$ cat src/rtl/csync_pkg.sv
package csync_pkg;

  typedef enum logic [1:0] {
    ST_IDLE     = 2'd0,
    ST_WAIT_JK  = 2'd1,
    ST_RELEASED = 2'd2,
    ST_STARTED  = 2'd3
  } csState_e;

  typedef struct packed {
    logic clrAll;
    logic markStart;
  } csStrobe_t;

endpackage

$ cat src/rtl/csync_datapath.sv
module csync_datapath
  import csync_pkg::*;
#(
  parameter int SYNC_STAGES = 2
) (
  input  logic      clk,
  input  logic      rstN,
  input  logic      cascadeEn,
  input  logic      jkPairSeen,
  input  logic      startIn,
  input  csStrobe_t strobe,
  output logic      jkHeld,
  output logic      startRise,
  output logic      startPulse,
  output logic      startLevel
);

  localparam int CHAIN = SYNC_STAGES + 1;

  logic [CHAIN-1:0] syncQ;
  logic             jkQ;
  logic             pulseQ;
  logic             levelQ;

  // Synchroniser chain plus one extra stage used for edge detection
  genvar gi;
  generate
    for (gi = 0; gi < CHAIN; gi++) begin : g_sync
      if (gi == 0) begin : g_first
        always_ff @(posedge clk or negedge rstN) begin
          if (!rstN) syncQ[0] <= 1'b0;
          else       syncQ[0] <= startIn;
        end
      end else begin : g_next
        always_ff @(posedge clk or negedge rstN) begin
          if (!rstN) syncQ[gi] <= 1'b0;
          else       syncQ[gi] <= syncQ[gi-1];
        end
      end
    end
  endgenerate

  assign startRise = syncQ[SYNC_STAGES-1] & ~syncQ[SYNC_STAGES];

  // Sticky capture of the symbol pair
  always_ff @(posedge clk or negedge rstN) begin
    if (!rstN)              jkQ <= 1'b0;
    else if (strobe.clrAll) jkQ <= 1'b0;
    else if (jkPairSeen)    jkQ <= 1'b1;
  end

  always_ff @(posedge clk or negedge rstN) begin
    if (!rstN) begin
      pulseQ <= 1'b0;
      levelQ <= 1'b0;
    end else begin
      pulseQ <= strobe.markStart;
      if (strobe.clrAll)         levelQ <= 1'b0;
      else if (strobe.markStart) levelQ <= 1'b1;
    end
  end

  assign jkHeld     = jkQ;
  assign startPulse = pulseQ;
  assign startLevel = levelQ;

  // the start pulse lasts a single cycle
  a_r5_pulse_single: assert property (@(posedge clk) disable iff (!rstN)
    startPulse |=> !startPulse);

  // the level holds while cascade mode stays on
  a_r6_level_holds: assert property (@(posedge clk) disable iff (!rstN)
    (startLevel && cascadeEn) |=> startLevel);

  // clearing cascade mode wipes the level and the captured pair
  a_r7_clear_on_disable: assert property (@(posedge clk) disable iff (!rstN)
    !cascadeEn |=> (!startLevel && !jkHeld));

endmodule

$ cat src/rtl/csync_ctrl.sv
module csync_ctrl
  import csync_pkg::*;
(
  input  logic      clk,
  input  logic      rstN,
  input  logic      cascadeEn,
  input  logic      jkHeld,
  input  logic      startRise,
  output csStrobe_t strobe,
  output logic      lineFree
);

  csState_e state, stateNext;

  always_comb begin
    stateNext = state;
    if (!cascadeEn) begin
      stateNext = ST_IDLE;
    end else begin
      case (state)
        ST_IDLE:     stateNext = ST_WAIT_JK;
        ST_WAIT_JK:  if (jkHeld)    stateNext = ST_RELEASED;
        ST_RELEASED: if (startRise) stateNext = ST_STARTED;
        ST_STARTED:  stateNext = ST_STARTED;
        default:     stateNext = ST_IDLE;
      endcase
    end
  end

  always_ff @(posedge clk or negedge rstN) begin
    if (!rstN) state <= ST_IDLE;
    else       state <= stateNext;
  end

  always_comb begin
    strobe.clrAll    = !cascadeEn;
    strobe.markStart = cascadeEn && (state == ST_RELEASED) && startRise;
  end

  assign lineFree = (state == ST_RELEASED) || (state == ST_STARTED);

  // no release without a captured symbol pair
  a_r3_release_needs_jk: assert property (@(posedge clk) disable iff (!rstN)
    (state == ST_WAIT_JK && !jkHeld) |=> state != ST_RELEASED);

  // the started state is entered only on a seen rising edge
  a_r8_start_only_on_rise: assert property (@(posedge clk) disable iff (!rstN)
    (state == ST_RELEASED && !startRise) |=> state != ST_STARTED);

endmodule

$ cat src/rtl/cascade_sync.sv
module cascade_sync
  import csync_pkg::*;
#(
  parameter int SYNC_STAGES = 2
) (
  input  logic clk,
  input  logic rstN,
  input  logic cascadeEn,
  input  logic jkPairSeen,
  input  logic startIn,
  output logic readyOe,
  output logic startPulse,
  output logic startLevel
);

  csStrobe_t strobe;
  logic      jkHeld;
  logic      startRise;
  logic      lineFree;

  csync_ctrl u_ctrl (
    .clk       (clk),
    .rstN      (rstN),
    .cascadeEn (cascadeEn),
    .jkHeld    (jkHeld),
    .startRise (startRise),
    .strobe    (strobe),
    .lineFree  (lineFree)
  );

  csync_datapath #(.SYNC_STAGES(SYNC_STAGES)) u_dp (
    .clk        (clk),
    .rstN       (rstN),
    .cascadeEn  (cascadeEn),
    .jkPairSeen (jkPairSeen),
    .startIn    (startIn),
    .strobe     (strobe),
    .jkHeld     (jkHeld),
    .startRise  (startRise),
    .startPulse (startPulse),
    .startLevel (startLevel)
  );

  // Releasing only while enabled lets a disable pull the line low at once
  assign readyOe = ~(lineFree & cascadeEn);

  // a start is granted only after this device released the line
  a_r4_start_needs_release: assert property (@(posedge clk) disable iff (!rstN)
    $rose(startLevel) |-> $past(!readyOe));

  // a released line implies a captured symbol pair
  a_r3_released_has_jk: assert property (@(posedge clk) disable iff (!rstN)
    !readyOe |-> jkHeld);

endmodule

$ cat config.mk
export PLATFORM = sky130hd
export DESIGN_NAME = cascade_sync
export DESIGN_NICKNAME = d
export VERILOG_FILES = /design/src/rtl/csync_pkg.sv /design/src/rtl/csync_datapath.sv /design/src/rtl/csync_ctrl.sv /design/src/rtl/cascade_sync.sv
export SDC_FILE = /design/constraint.sdc
export NUM_CORES = 1
export LEC_CHECK = 0
export BUFFER_PORTS_ARGS = -buffer_cell sky130_fd_sc_hd__buf_4
export CAP_MARGIN = 20
export CORE_AREA = 2 2 39 41
export CTS_BUF_LIST = sky130_fd_sc_hd__clkbuf_4 sky130_fd_sc_hd__clkbuf_8 sky130_fd_sc_hd__clkbuf_16
export CTS_CLUSTER_DIAMETER = 200
export CTS_CLUSTER_SIZE = 16
export DETAILED_ROUTE_END_ITERATION = 10
export DIE_AREA = 0 0 41 43
export SYNTH_ARGS = -nofsm -noshare
export SYNTH_HDL_FRONTEND = slang
export SYNTH_SLANG_ARGS = --single-unit
$ cat constraint.sdc
create_clock -name clk -period 2.75 [get_ports clk]
set_input_delay 0.6875 -clock clk [delete_from_list [all_inputs] [get_ports clk]]
set_output_delay 0.6875 -clock clk [all_outputs]
set_load 0.05 [all_outputs]
==> impl_metrics.csv, run 1 <==
group,metric,value,unit
route,dr.pass1.iters,4,
final_layout,fin_area,373,um2
clock_network,cts_buffers,3,
die,start_util,0.201,
grt,grt_max_degree,9,
clock_network,cts_root_buf,"clkbuf_4",
clock_network,cts_max_level,1,
clock_network,cts_sinks,8,
clock_network,clock_path_buffers,2,
pwr,ir_drop,246,uV
route,drtIter0Drc,6,
placed_design,dp_hpwl,355,um
route,wirelength,444,um
final_layout,register_area,200,um2
yosys,syn_area,278,um2
final_layout,most-common-layout-cells,"8 x dfrtp_1, 7 x buf_4, 3 x clkbuf_4, 2 x o21a_1",
sta,min_period,1750,ps
worst_setup_path,startpoint_type,"primary input",
placed_design,dpl_cell_area,350,um2
worst_hold_path,hp-class,"primary input to asynchronous set/reset pin",
route,vias,192,
clock_network,clkSlewWorstSetupHoldPaths,50,ps
yosys,post_synth.cell_area_avg,14.6,um2
grt,grt_pass1_vias,211,
placed_design,place_ws,999,ps
worst_setup_path,arrival,1060,ps
sta,drv_slew,0,
placed_design,portBuffers,7,
job,cap_violations,0,
final_layout,final_common_cell,"dfrtp_1",
placed_design,place_congestion,0.532,
yosys,syn_inst,19,
grt,grt_first_pass_wirelength,759,um
yosys,yosysWarnings,0,
clock_network,cts_setup_buffers,0,
final_layout,drive_gt1_frac,0.379,
die,pin_count,8,
pwr,p_leak,0.178,nW
yosys,yosysSeqAreaShare,0.721,
yosys,synth_cell_types,11,
clock_network,clock_latency,250,ps
sta,slew_headroom,0.896,
sta,finalSetupViolCount,0,
clock_network,cts_tree,"built",
route,drt-vias-per-instance,4.27,
worst_setup_path,setup.worst_path.class,"primary input to output pin",
die,rows,14,
route,wire_per_inst,9.87,um
final_layout,nets,36,
run_status,status,"finished, final reports clean",
route,ant_nets,0,
grt,overflow,0,
worst_setup_path,crit_path_end_kind,"output pin",
die,design.core.area,1380,um2
yosys,synth-seq-cells,8,
final_layout,fillers,142,
yosys,synthesis.nets,24,
worst_setup_path,cp_max_fo,6,
clock_network,cts_resized,0,
sta,final.setup.tns,0,ps
sta,max_freq,571,MHz
clock_network,cts-hold-fix-buffers,0,
sta,worstMarginPinSlew,156,ps
die,die_w,41,um
grt,track_usage,0.0722,
sta,fin_crit_sh,0.637,
sta,finalHoldViolCount,0,
sta,finalClockSkew,3.22,ps
sta,fin_ws,999,ps
pwr,p_per_area,631,nW/um2
final_layout,area_growth,34.2,%
final_layout,n_antenna_cell,0,
sta,rsz0062_at_grt,"no",
die,die_area,1760,um2
worst_setup_path,cp_data_required_time,2060,ps
final_layout,multi_input_area,73.8,um2
die,die_h,43,um
route,drc,0,
grt,grt_antenna_before_repair,0,
-- sequential cells by signal (all words and copies together), names as in the netlist --
register         flops
u_ctrl.state         2
u_dp.jkHeld          1
u_dp.startLevel      1
u_dp.startPulse      1
u_dp.syncQ           3
-- layout make-up --
| type | instances | area share |
|---|---|---|
| clock buffer | 3 | 0.0604 |
| inverter | 1 | 0.0101 |
| multi-input combinational | 10 | 0.198 |
| sequential | 8 | 0.537 |
| tap | 16 | 0.0537 |
| timing repair buffer | 7 | 0.141 |
-- metal layers --
layer | GRT usage | vias to the layer above | wire, um
met3 | 0.0628 | 2 | 73
met4 | 0.0600 | 0 | 11
met1 | 0.0602 | 92 | 173
li1 | - | 87 | -
met2 | 0.100 | 11 | 186
met5 | 0 | - | 0
-- cell usage after synthesis (all sizes together) --
library cell  number  share of area
o311a              1          0.036
and2b              1          0.027
a21oi              1          0.018
nor2b              1          0.023
and4bb             1          0.045
o21a               2          0.054
nand2              1          0.014
dfrtp              8           0.72
and2               1          0.023
nand3b             1          0.027
inv                1          0.014
-- per-stage QoR --
step	total power [W]	util	hold slack [ps]	cells
3_5_place_dp	0.000150	0.253	340	42
6_report	0.000235	0.269	238	45
3_3_place_gp	0.000148	0.253	340	42
4_1_cts	0.000239	0.269	234	45
5_1_grt	0.000251	0.269	228	45
2_1_floorplan	0.000139	-	331	19
-- path summary, 6_finish.rpt --
path	startpoint	endpoint	slack (ps)	cells after the start
min reg2reg	u_dp.syncQ[0]$_DFF_PN0_	u_dp.syncQ[1]$_DFF_PN0_	350	0
min	rstN	u_dp.startLevel$_DFFE_PN0P_	240	1
max	cascadeEn	readyOe	1000	3
max reg2reg	u_dp.syncQ[1]$_DFF_PN0_	u_ctrl.state[0]$_DFFE_PN0P_	1810	2
max in group asynchronous	rstN	u_dp.syncQ[0]$_DFF_PN0_	2380	1
min in group clk	u_dp.syncQ[0]$_DFF_PN0_	u_dp.syncQ[1]$_DFF_PN0_	350	0
-- cell families after synthesis --
group / count (synthesis) / share of synthesized area
flip-flops: 8 / 0.721
AO/OA/AOI/OAI: 4 / 0.108
AND/OR/NAND/NOR: 6 / 0.158
buffers and inverters: 1 / 0.0135
-- where the power goes --
group          switching (W)  internal (W)  leakage, nW
clock network      0.0000381     0.0000498       0.0138
registers         0.00000430      0.000124        0.101
logic             0.00000960    0.00000957       0.0636
-- critical path: stages --
cell and delay (ps):
buf_4 130, nand2_1 50, buf_4 190
Power figures use the tool's default switching activity.
==> run 2: changes to the inputs <==
==> constraint.sdc (replaced) <==
create_clock -name clk -period 1.6 [get_ports clk]
set_input_delay 0.4 -clock clk [delete_from_list [all_inputs] [get_ports clk]]
set_output_delay 0.4 -clock clk [all_outputs]
set_load 0.05 [all_outputs]
==> impl_metrics.csv, run 2 (synthesis results as in run 1) <==
group,metric,value,unit
run_status,status,"finished, final reports clean",
final_layout,area_growth,37.8,%
worst_hold_path,hp-class,"primary input to register",
job,cap_violations,0,
clock_network,clock_latency,240,ps
die,die_w,41,um
grt,overflow,0,
clock_network,cts_root_buf,"clkbuf_4",
final_layout,register_area,200,um2
route,drt-vias-per-instance,4.04,
final_layout,fin_area,383,um2
worst_setup_path,path_cells,"nand2_1, buf_4",
route,drtIter0Drc,3,
clock_network,clkSlewWorstSetupHoldPaths,50,ps
grt,track_usage,0.0711,
pwr,p_per_area,1050,nW/um2
sta,fin_crit_sh,0.837,
pwr,p_leak,0.182,nW
final_layout,n_antenna_cell,0,
route,vias,186,
worst_setup_path,startpoint_type,"register",
route,ant_nets,0,
placed_design,place_congestion,0.575,
grt,grt_antenna_before_repair,0,
clock_network,cts_buffers,3,
sta,final.setup.tns,0,ps
grt,grt_pass1_vias,188,
worst_setup_path,cp_max_fo,5,
sta,finalClockSkew,1.72,ps
sta,rsz0062_at_grt,"no",
sta,finalSetupViolCount,0,
worst_setup_path,path_delay_family,"flip-flops",
route,drc,0,
sta,min_period,1340,ps
placed_design,portBuffers,7,
final_layout,most-common-layout-cells,"8 x dfrtp_1, 7 x buf_4, 3 x clkbuf_4, 2 x o21a_1",
placed_design,dpl_cell_area,350,um2
sta,drv_slew,0,
sta,max_freq,746,MHz
grt,grt_first_pass_wirelength,738,um
final_layout,multi_input_area,73.8,um2
worst_setup_path,cp_data_required_time,1200,ps
worst_setup_path,setup.worst_path.class,"register to output pin",
sta,finalHoldViolCount,0,
die,start_util,0.201,
clock_network,cts-hold-fix-buffers,1,
placed_design,dp_hpwl,345,um
worst_setup_path,arrival,940,ps
final_layout,drive_gt1_frac,0.367,
route,wirelength,456,um
clock_network,cts_setup_buffers,0,
final_layout,top_regs,"u_dp.syncQ: 3 flops, u_ctrl.state: 2 flops",
clock_network,cts_max_level,1,
sta,slew_headroom,0.902,
clock_network,cts_tree,"built",
sta,worstMarginPinSlew,147,ps
sta,holdWs,262,ps
final_layout,regMostFlops,"u_dp.syncQ",
worst_setup_path,critical-path-max-stage-delay,410,ps
pwr,ir_drop,320,uV
final_layout,final_common_cell,"dfrtp_1",
clock_network,cts_resized,0,
final_layout,fillers,139,
route,dr.pass1.iters,2,
die,die_area,1760,um2
grt,grt_max_degree,9,
die,die_h,43,um
clock_network,cts_sinks,8,
die,rows,14,
die,design.core.area,1380,um2
final_layout,nets,37,
worst_setup_path,path_buf_inv,1,
clock_network,clock_path_buffers,2,
worst_setup_path,crit_path_end_kind,"output pin",
worst_setup_path,crit_slowest_cell,"dfrtp_1",
die,pin_count,8,
final_layout,largest_reg_flops,3,
route,wire_per_inst,9.91,um
run 2: changes by cell type in the layout (fill, tap and decap cells not counted):
| cell | previous run | this run |
|---|---|---|
| dlygate4sd3_1 | 0 | 1 |
run 2: area by class of cell:
cell class / count / area share
Tap cell: 16 / 0.0523
Clock buffer: 3 / 0.0588
Timing Repair Buffer: 8 / 0.163
Sequential cell: 8 / 0.523
Multi-Input combinational cell: 10 / 0.193
Inverter: 1 / 0.00980
run 2: worst reg2reg max path: cells and delay by family, from the launching register on:
kind            cells  cell delay [ps]
simple gates        1              160
flops               1              390
compound gates      1              280
run 2: through the flow:
stage | util | std cells | power, W | setup slack [ps]
6_report | 0.277 | 46 | 0.000402 | 260
3_3_place_gp | 0.253 | 42 | 0.000256 | 425
3_5_place_dp | 0.253 | 42 | 0.000257 | 418
2_1_floorplan | - | 19 | 0.000239 | 453
5_1_grt | 0.277 | 46 | 0.000429 | 205
4_1_cts | 0.277 | 46 | 0.000410 | 254
run 2: path summary, 6_finish.rpt:
kind,startpoint,to,slack (ps),cells past startpoint
worst max-delay path,u_ctrl.state[1]$_DFFE_PN0P_,readyOe,260,2
worst max register to register,u_dp.syncQ[1]$_DFF_PN0_,u_ctrl.state[0]$_DFFE_PN0P_,660,2
worst min register to register,u_dp.syncQ[0]$_DFF_PN0_,u_dp.syncQ[1]$_DFF_PN0_,350,0
min in group asynchronous,rstN,u_ctrl.state[0]$_DFFE_PN0P_,510,2
max in group asynchronous,rstN,u_dp.syncQ[0]$_DFF_PN0_,970,2
worst min-delay path,startIn,u_dp.syncQ[0]$_DFF_PN0_,260,1
run 2: per-layer routing:
metal | GRT usage | vias up | wire (um) | part of all wire
li1 | - | 92 | - | -
met1 | 0.0800 | 84 | 222 | 0.49
met2 | 0.0781 | 8 | 177 | 0.39
met3 | 0.0471 | 2 | 47 | 0.10
met4 | 0.0800 | 0 | 8 | 0.018
met5 | 0 | - | 0 | 0
run 2: power by group:
| group | total (W) | switching (W) | leakage [nW] | internal (W) |
|---|---|---|---|---|
| Clock | 0.000146 | 0.0000608 | 0.0138 | 0.0000853 |
| Sequential | 0.000220 | 0.00000737 | 0.101 | 0.000213 |
| Combinational | 0.0000352 | 0.0000172 | 0.0677 | 0.0000180 |
